### src/rtl/intr_seq_pkg.sv
package intr_seq_pkg;
  localparam int unsigned IRQ_DLY = 3;
  localparam int unsigned IRQ_CW  = $clog2(IRQ_DLY + 1);
endpackage

### src/rtl/iseq_src_reg.sv
module iseq_src_reg #(
  parameter int unsigned N_SRC = 4
) (
  input  logic             clk_i,
  input  logic             rst_ni,
  input  logic [N_SRC-1:0] set_i,
  input  logic [N_SRC-1:0] clr_i,
  output logic [N_SRC-1:0] active_o
);
  for (genvar g = 0; g < N_SRC; g++) begin : g_bit
    always_ff @(posedge clk_i or negedge rst_ni) begin
      if (!rst_ni)       active_o[g] <= 1'b0;
      else if (set_i[g]) active_o[g] <= 1'b1;
      else if (clr_i[g]) active_o[g] <= 1'b0;
    end
  end
endmodule

### src/rtl/iseq_nmi.sv
module iseq_nmi #(
  parameter int unsigned NMI_W = 8
) (
  input  logic             clk_i,
  input  logic             rst_ni,
  input  logic             step_i,
  input  logic             trig_i,
  input  logic [NMI_W-1:0] dly_i,
  output logic             fire_o
);
  localparam logic [NMI_W-1:0] ONE = NMI_W'(1);

  logic             pend_q;
  logic [NMI_W-1:0] cnt_q;

  // trigger wins over a step in the same cycle
  assign fire_o = step_i & pend_q & ~trig_i & (cnt_q == ONE);

  always_ff @(posedge clk_i or negedge rst_ni) begin
    if (!rst_ni) begin
      pend_q <= 1'b0;
      cnt_q  <= '0;
    end else if (trig_i) begin
      pend_q <= 1'b1;
      cnt_q  <= (dly_i == '0) ? ONE : dly_i;
    end else if (step_i && pend_q) begin
      cnt_q <= cnt_q - ONE;
      if (cnt_q == ONE) pend_q <= 1'b0;
    end
  end
endmodule

### src/rtl/iseq_irq.sv
module iseq_irq
  import intr_seq_pkg::*;
(
  input  logic clk_i,
  input  logic rst_ni,
  input  logic raise_i,
  input  logic step_i,
  input  logic wait_i,
  input  logic mask_i,
  input  logic dis_i,
  input  logic any_act_i,
  output logic take_o,
  output logic wake_o
);
  localparam logic [IRQ_CW-1:0] LOAD = IRQ_CW'(IRQ_DLY);
  localparam logic [IRQ_CW-1:0] ONE  = IRQ_CW'(1);

  logic              pend_q;
  logic [IRQ_CW-1:0] cnt_q;
  logic              eval, at_zero, drop;

  assign eval    = step_i & pend_q & ~raise_i;
  assign at_zero = eval & (cnt_q == '0);
  assign take_o  = at_zero & any_act_i & ~dis_i & ~mask_i;
  assign drop    = at_zero & (~any_act_i | dis_i);
  assign wake_o  = wait_i & (raise_i | at_zero);

  always_ff @(posedge clk_i or negedge rst_ni) begin
    if (!rst_ni) begin
      pend_q <= 1'b0;
      cnt_q  <= '0;
    end else if (raise_i) begin
      pend_q <= 1'b1;
      cnt_q  <= wait_i ? '0 : LOAD;
    end else if (eval) begin
      if (cnt_q == '0) begin
        if (drop) pend_q <= 1'b0;
      end else if (cnt_q == ONE && mask_i) begin
        cnt_q <= ONE;  // park one step short while masked
      end else begin
        cnt_q <= cnt_q - ONE;
      end
    end
  end
endmodule

### src/rtl/intr_seq.sv
module intr_seq #(
  parameter int unsigned N_SRC = 4,
  parameter int unsigned NMI_W = 8
) (
  input  logic             clk_i,
  input  logic             rst_ni,
  input  logic             step_i,
  input  logic             wait_i,
  input  logic             mask_i,
  input  logic             irq_dis_i,
  input  logic [N_SRC-1:0] src_set_i,
  input  logic [N_SRC-1:0] src_clr_i,
  input  logic             nmi_trig_i,
  input  logic [NMI_W-1:0] nmi_dly_i,
  output logic             take_nmi_o,
  output logic             take_irq_o,
  output logic             wake_o,
  output logic [N_SRC-1:0] src_active_o
);
  logic nmi_fire, irq_take, irq_wake;

  iseq_src_reg #(.N_SRC(N_SRC)) u_src (
    .clk_i(clk_i), .rst_ni(rst_ni), .set_i(src_set_i), .clr_i(src_clr_i),
    .active_o(src_active_o)
  );

  iseq_nmi #(.NMI_W(NMI_W)) u_nmi (
    .clk_i(clk_i), .rst_ni(rst_ni), .step_i(step_i), .trig_i(nmi_trig_i),
    .dly_i(nmi_dly_i), .fire_o(nmi_fire)
  );

  // NMI goes first: its firing step is withheld from the IRQ path
  iseq_irq u_irq (
    .clk_i(clk_i), .rst_ni(rst_ni), .raise_i(|src_set_i),
    .step_i(step_i & ~nmi_fire), .wait_i(wait_i), .mask_i(mask_i),
    .dis_i(irq_dis_i), .any_act_i(|src_active_o),
    .take_o(irq_take), .wake_o(irq_wake)
  );

  always_ff @(posedge clk_i or negedge rst_ni) begin
    if (!rst_ni) begin
      take_nmi_o <= 1'b0;
      take_irq_o <= 1'b0;
      wake_o     <= 1'b0;
    end else begin
      take_nmi_o <= nmi_fire;
      take_irq_o <= irq_take;
      wake_o     <= irq_wake | (nmi_fire & wait_i);
    end
  end
endmodule

### config.mk
export PLATFORM = sky130hd
export DESIGN_NAME = intr_seq
export DESIGN_NICKNAME = d
export VERILOG_FILES = /design/src/rtl/intr_seq_pkg.sv /design/src/rtl/iseq_src_reg.sv /design/src/rtl/iseq_nmi.sv /design/src/rtl/iseq_irq.sv /design/src/rtl/intr_seq.sv
export SDC_FILE = /design/constraint.sdc
export NUM_CORES = 1
export LEC_CHECK = 0
export BUFFER_PORTS_ARGS = -buffer_cell sky130_fd_sc_hd__buf_2
export CORE_UTILIZATION = 49
export CTS_CLUSTER_SIZE = 25
export DETAILED_ROUTE_END_ITERATION = 12
export PLACE_DENSITY = 0.77
export SETUP_SLACK_MARGIN = 0.4
export SYNTH_ARGS = -nofsm -noshare
export SYNTH_HDL_FRONTEND = slang
export SYNTH_SLANG_ARGS = --single-unit
### constraint.sdc
create_clock -name clk_i -period 2.1 [get_ports clk_i]
set_input_delay 0.105 -clock clk_i [delete_from_list [all_inputs] [get_ports clk_i]]
set_output_delay 0.105 -clock clk_i [all_outputs]
set_load 0.01 [all_outputs]
== Word-level counts from Yosys, hierarchy flattened ==
Cells that the tools add are included.

* Muxes and demuxes: 23
* $add $sub $neg: 2
* Bitwise operators: 22
* Equal/unequal tests: 3
* Reduce and logical (&&, ||, !) cells: 18

{| class="wikitable"
|+ Operator list
! kind !! count
|-
| two-way mux 8 bit || 3
|-
| nonzero test 2 bit || 9
|-
| two-way mux 1 bit || 15
|-
| AND 1 bit || 13
|-
| two-way mux 2 bit || 5
|-
| equality test 8 x 1 -> 1 bit (second input constant) || 1
|-
| zero test 8 bit || 1
|-
| OR reduction 4 bit || 2
|-
| subtractor 8 x 1 -> 8 bit (second input constant) || 1
|-
| inverter 1 bit || 6
|-
| AND reduction 2 bit || 2
|-
| bitwise OR 1 bit || 3
|-
| AND reduction 3 bit || 1
|-
| equality test 2 x 1 -> 1 bit (second input constant) || 1
|-
| logical AND 1 bit || 2
|-
| zero test 2 bit || 1
|-
| != test 2 x 1 -> 1 bit (second input constant) || 1
|-
| subtractor 2 x 1 -> 2 bit (second input constant) || 1
|}

* Output and inout port bits: 7
* Word-level logic and storage cells: 79
* Bits in registers: 19

== Longest topological paths before layout ==
* Word-level depth: 13
* Gate-level depth with buffers: 7
* Mapped depth without buffers: 6

== By module ==
A second synthesis with hierarchy kept.

* Cell total of the unflattened synthesis: 100
* Area, all modules: 1,022.2 um^2

{| class="wikitable"
|+ Modules (own cells, without submodules)
! module !! seq. area each (um^2) !! cells each !! area an instance (um^2) !! times used
|-
| iseq_nmi || 225.2 || 61 || 556.8 || 1
|-
| iseq_irq || 75.1 || 20 || 216.5 || 1
|-
| iseq_src_reg || 100.1 || 12 || 145.1 || 1
|-
| intr_seq || 75.1 || 7 || 103.8 || 1
|}

== Least setup slack after synthesis ==
OpenSTA, ideal clock, no wires.

* Kind: register to register
* Start: reg u_nmi.cnt_q[2]
* End: reg u_irq.cnt_q[0]
* Clock period less this slack: 1.773 ns
* Data required time: 2.024 ns
* Cell stages (with the launch flop): 6
* Arrival time: 1.697 ns
* Path buffers: 1
* Library setup time: 0.076 ns
* Path slack: 0.327 ns
* Cells stage by stage: dfrtp_1 > or3_4 > or4b_1 > buf_2 > a41o_1 > o21ai_1

* Cells in the longest elaborated chain, start to end: 8

{| class="wikitable"
|+ RTL lines
! item !! line !! source
|-
| start: declaration || iseq_nmi.sv:14 || <nowiki>logic [NMI_W-1:0] cnt_q;</nowiki>
|-
| start signal: assignment || iseq_nmi.sv:25 || <nowiki>cnt_q <= (dly_i == '0) ? ONE : dly_i;</nowiki>
|-
| start signal: assignment || iseq_nmi.sv:27 || <nowiki>cnt_q <= cnt_q - ONE;</nowiki>
|-
| equality test 8 x 1 -> 1 bit || iseq_nmi.sv:17 || <nowiki>assign fire_o = step_i & pend_q & ~trig_i & (cnt_q == ONE);</nowiki>
|-
| AND 1 bit || iseq_nmi.sv:17 ||
|-
| inverter 1 bit || intr_seq.sv:35 || <nowiki>.step_i(step_i & ~nmi_fire), .wait_i(wait_i), .mask_i(mask_i),</nowiki>
|-
| AND 1 bit || intr_seq.sv:35 ||
|-
| AND 1 bit (2 in a row) || iseq_irq.sv:22 || <nowiki>assign eval = step_i & pend_q & ~raise_i;</nowiki>
|-
| nonzero test 2 bit (no line) || -- ||
|-
| AND reduction 2 bit (no line) || -- ||
|-
| end signal: assignment || iseq_irq.sv:34 || <nowiki>cnt_q <= wait_i ? '0 : LOAD;</nowiki>
|-
| end signal: assignment || iseq_irq.sv:41 || <nowiki>cnt_q <= cnt_q - ONE;</nowiki>
|-
| end: declaration || iseq_irq.sv:19 || <nowiki>logic [IRQ_CW-1:0] cnt_q;</nowiki>
|}

Every way passes these cells.
A chain may end at the register's enable or synchronous reset.

== Worst setup path after layout ==
* Start: reg u_nmi.cnt_q[4]
* End: reg u_irq.cnt_q[0]

The elaborated chain is that of the path after synthesis.

==> flow_summary.ini <==
[setup_path]
cp-start-kind = flip-flop
required_ns = 2.33
cp_max_fo = 6
critical_path_class = flip-flop to flip-flop
crit_arrival_ns = 1.98
end_kind = flip-flop

[sta]
finalHoldViolations = 0
fmax_ghz = 0.570
post-route-min-period_ns = 1.75
max-slew-margin-rel_pct = 72.3
finalSetupTns_ns = 0
slew_viol_final = 0
fin_skew_ns = 0.00303
setup_viol = 0
worstMarginPinSlew_ns = 0.416
finalCritPeriodShare_pct = 83.5
rsz0062_at_grt = yes

[clock_network]
cts_buffers = 3
htreeDepth = 1
root_buffer = clkbuf_4
clk_path_buf_depth = 2
path_clk_slew_ns = 0.10
cts_tree = built
worstSkewPairLatency_ns = 0.30
cts_sinks = 19

[route]
vias = 893
detail_route.iter0.violations = 9
wl_per_cell_um = 13.2
viasPerCell = 5.38
dr.pass1.iters = 4
routed_wl_mm = 2.19
detail-route-antenna-nets = 0
drc = 0

[run_status]
status = finished, final reports clean

[synthesis]
synth-seq-cells = 19
ys_seq_area_share_pct = 49.3
syn_area_um2 = 965
yosysWarnings = 0
syn_area_per_cell_um2 = 9.84
syn_inst = 98
synth_fp_nets = 125
ys_types = 28

[floorplan]
ios = 30
rows = 15
initial_utilization_pct = 54.1
die-area_um2 = 2150
die_w_um = 46.4
core_um2 = 1780
die_y_um = 46.4

[power_and_ir_drop]
p_per_area_nw_per_um2 = 607
p_leak_nw = 0.624
worst_ir_drop_vdd_uv = 387

[placed_design]
postPlaceCellArea_um2 = 1130
globalplace.congestion = 0.807
hpwl_mm = 1.55
place.port_buffers = 29

[cells_and_area]
layout-drive-gt1-share_pct = 33.3
fillCellCount = 142
syn2layout_area_growth_pct = 32.4
fin_area_um2 = 1280
nets = 169
n_antenna_cell = 0

[grt]
antenna_found_initial = 0
grt_max_degree = 20
grt_pass1_wl_mm = 3.51
grt_pass1_vias = 800
grt_usage_pct = 24.3
overflow = 0

[job]
drv_cap = 0

[worst_hold_path]
holdCritPathClass = primary input to flip-flop
## worst max-delay path: stages (launching register included)
cell	delay, ns
dfrtp_1	0.40
or3_4	0.40
or4b_4	0.53
a41o_1	0.23
o21ai_1	0.12
## metrics by stage
step	setup WS [ns]	power, mW	hold WS [ns]	instances	utilization [%]
after floorplan	0.327	0.502	-0.191	98	-
after global placement	0.309	0.554	0.0587	149	63.3
after detailed placement	0.247	0.561	0.0619	149	63.3
final	0.346	0.776	0.0161	166	71.6
after CTS	0.359	0.759	0.000649	159	67.9
after global routing	0.301	0.827	0.0116	166	71.6
## path summary, 6_finish.rpt
path	from	to	slack, ns	cells past startpoint
max	u_nmi.cnt_q[4]	u_irq.cnt_q[0]	0.35	4
min	nmi_dly_i[4]	u_nmi.cnt_q[4]	0.02	3
max reg2reg	u_nmi.cnt_q[4]	u_irq.cnt_q[0]	0.35	4
min reg2reg	u_src.active_o[0]	u_src.active_o[0]	0.52	1
max in group asynchronous	rst_ni	u_nmi.cnt_q[2]	1.54	2
min in group asynchronous	rst_ni	u_nmi.cnt_q[4]	0.27	2
## layer usage
metal / up-vias / track usage [%] / routed length [um]
met5: - / 0 / 0
met4: 0 / 10.6 / 38
met3: 5 / 4.71 / 89
met2: 38 / 42.2 / 1150
met1: 423 / 28.5 / 915
li1: 427 / - / -
## power breakdown
| part | switching (mW) | internal (mW) |
|---|---|---|
| clock | 0.111 | 0.0710 |
| combinational | 0.0837 | 0.0924 |
| sequential | 0.0239 | 0.394 |
| total | 0.219 | 0.558 |
## logic make-up (layout without fill, tap and decap cells)
logic type      after synthesis  after routing  share of synthesized area, %
compound gates               23             23                          14.9
fa+ha+maj                     4              4                          5.19
xor+xnor                      7              7                          6.36
flops                        19             19                          49.3
buf+inv                      12             55                          4.80
simple gates                 33             33                          19.5
## placed cells by master (no fill, tap or decap)
cell type	Yosys	layout
a21o_1	5	5
a21oi_1	3	3
a31o_1	1	1
a41o_1	1	1
and3_1	1	1
and4b_2	1	1
buf_2	1	29
buf_4	0	7
clkbuf_4	0	3
clkinv_2	0	1
dfrtp_1	19	19
dlygate4sd3_1	0	6
ha_1	4	4
inv_1	9	8
inv_2	0	1
nand2_1	10	10
nand2b_1	1	1
nand3_1	1	1
nor2_1	5	5
nor3_1	3	2
nor3_2	0	1
nor4_1	4	4
o2111ai_1	1	1
o21ai_0	9	8
o21ai_1	2	3
o31a_1	1	1
or2_2	1	1
or3_4	1	1
or4_1	2	2
or4b_1	2	1
or4b_2	1	1
or4b_4	0	1
xnor2_1	5	5
xor2_1	2	2
## timing repair
action / 4_1_cts / 5_1_grt
pin swaps: 2 / 0
hold buffers: 2 / 4
gates resized for setup: 2 / 2
hold endpoints to repair: 20 / 4
buffers inserted: 4 / 3
setup endpoints to repair: 7 / 8
gates cloned: 0 / 0
## Yosys cell counts
library cell,n,area (um^2)
ha_1,4,50.1
a21oi_1,3,15.0
buf_2,1,5.00
nand2_1,10,37.5
or4_1,2,15.0
o21ai_1,2,10.0
or3_4,1,11.3
xor2_1,2,17.5
nand2b_1,1,6.26
a41o_1,1,10.0
a21o_1,5,37.5
clkbuf_1,2,7.51
o31a_1,1,8.76
dfrtp_1,19,475
and3_1,1,6.26
xnor2_1,5,43.8
or4b_2,1,10.0
and4b_2,1,11.3
nor4_1,4,25.0
or2_2,1,6.26
nor2_1,5,18.8
nor3_1,3,15.0
inv_1,9,33.8
o2111ai_1,1,8.76
a31o_1,1,8.76
or4b_1,2,20.0
o21ai_0,9,45.0
nand3_1,1,5.00
## area by class of cell
cell class              count  area, um^2  share of cell area, %
multi-input cells          67         452                   35.4
clock inverters             1        5.00                  0.392
repair buffers             42         258                   20.2
clock buffers               3        22.5                   1.76
flip-flops and latches     19         475                   37.2
inverters                   9        33.8                   2.64
well taps                  25        31.3                   2.45
## registers in the layout, summed over array words and instances, names as in the netlist
name	flops
u_nmi.cnt_q	8
u_src.active_o	4
u_irq.cnt_q	2
take_irq_o	1
take_nmi_o	1
u_irq.pend_q	1
u_nmi.pend_q	1
wake_o	1
Power figures use the tool's default switching activity.
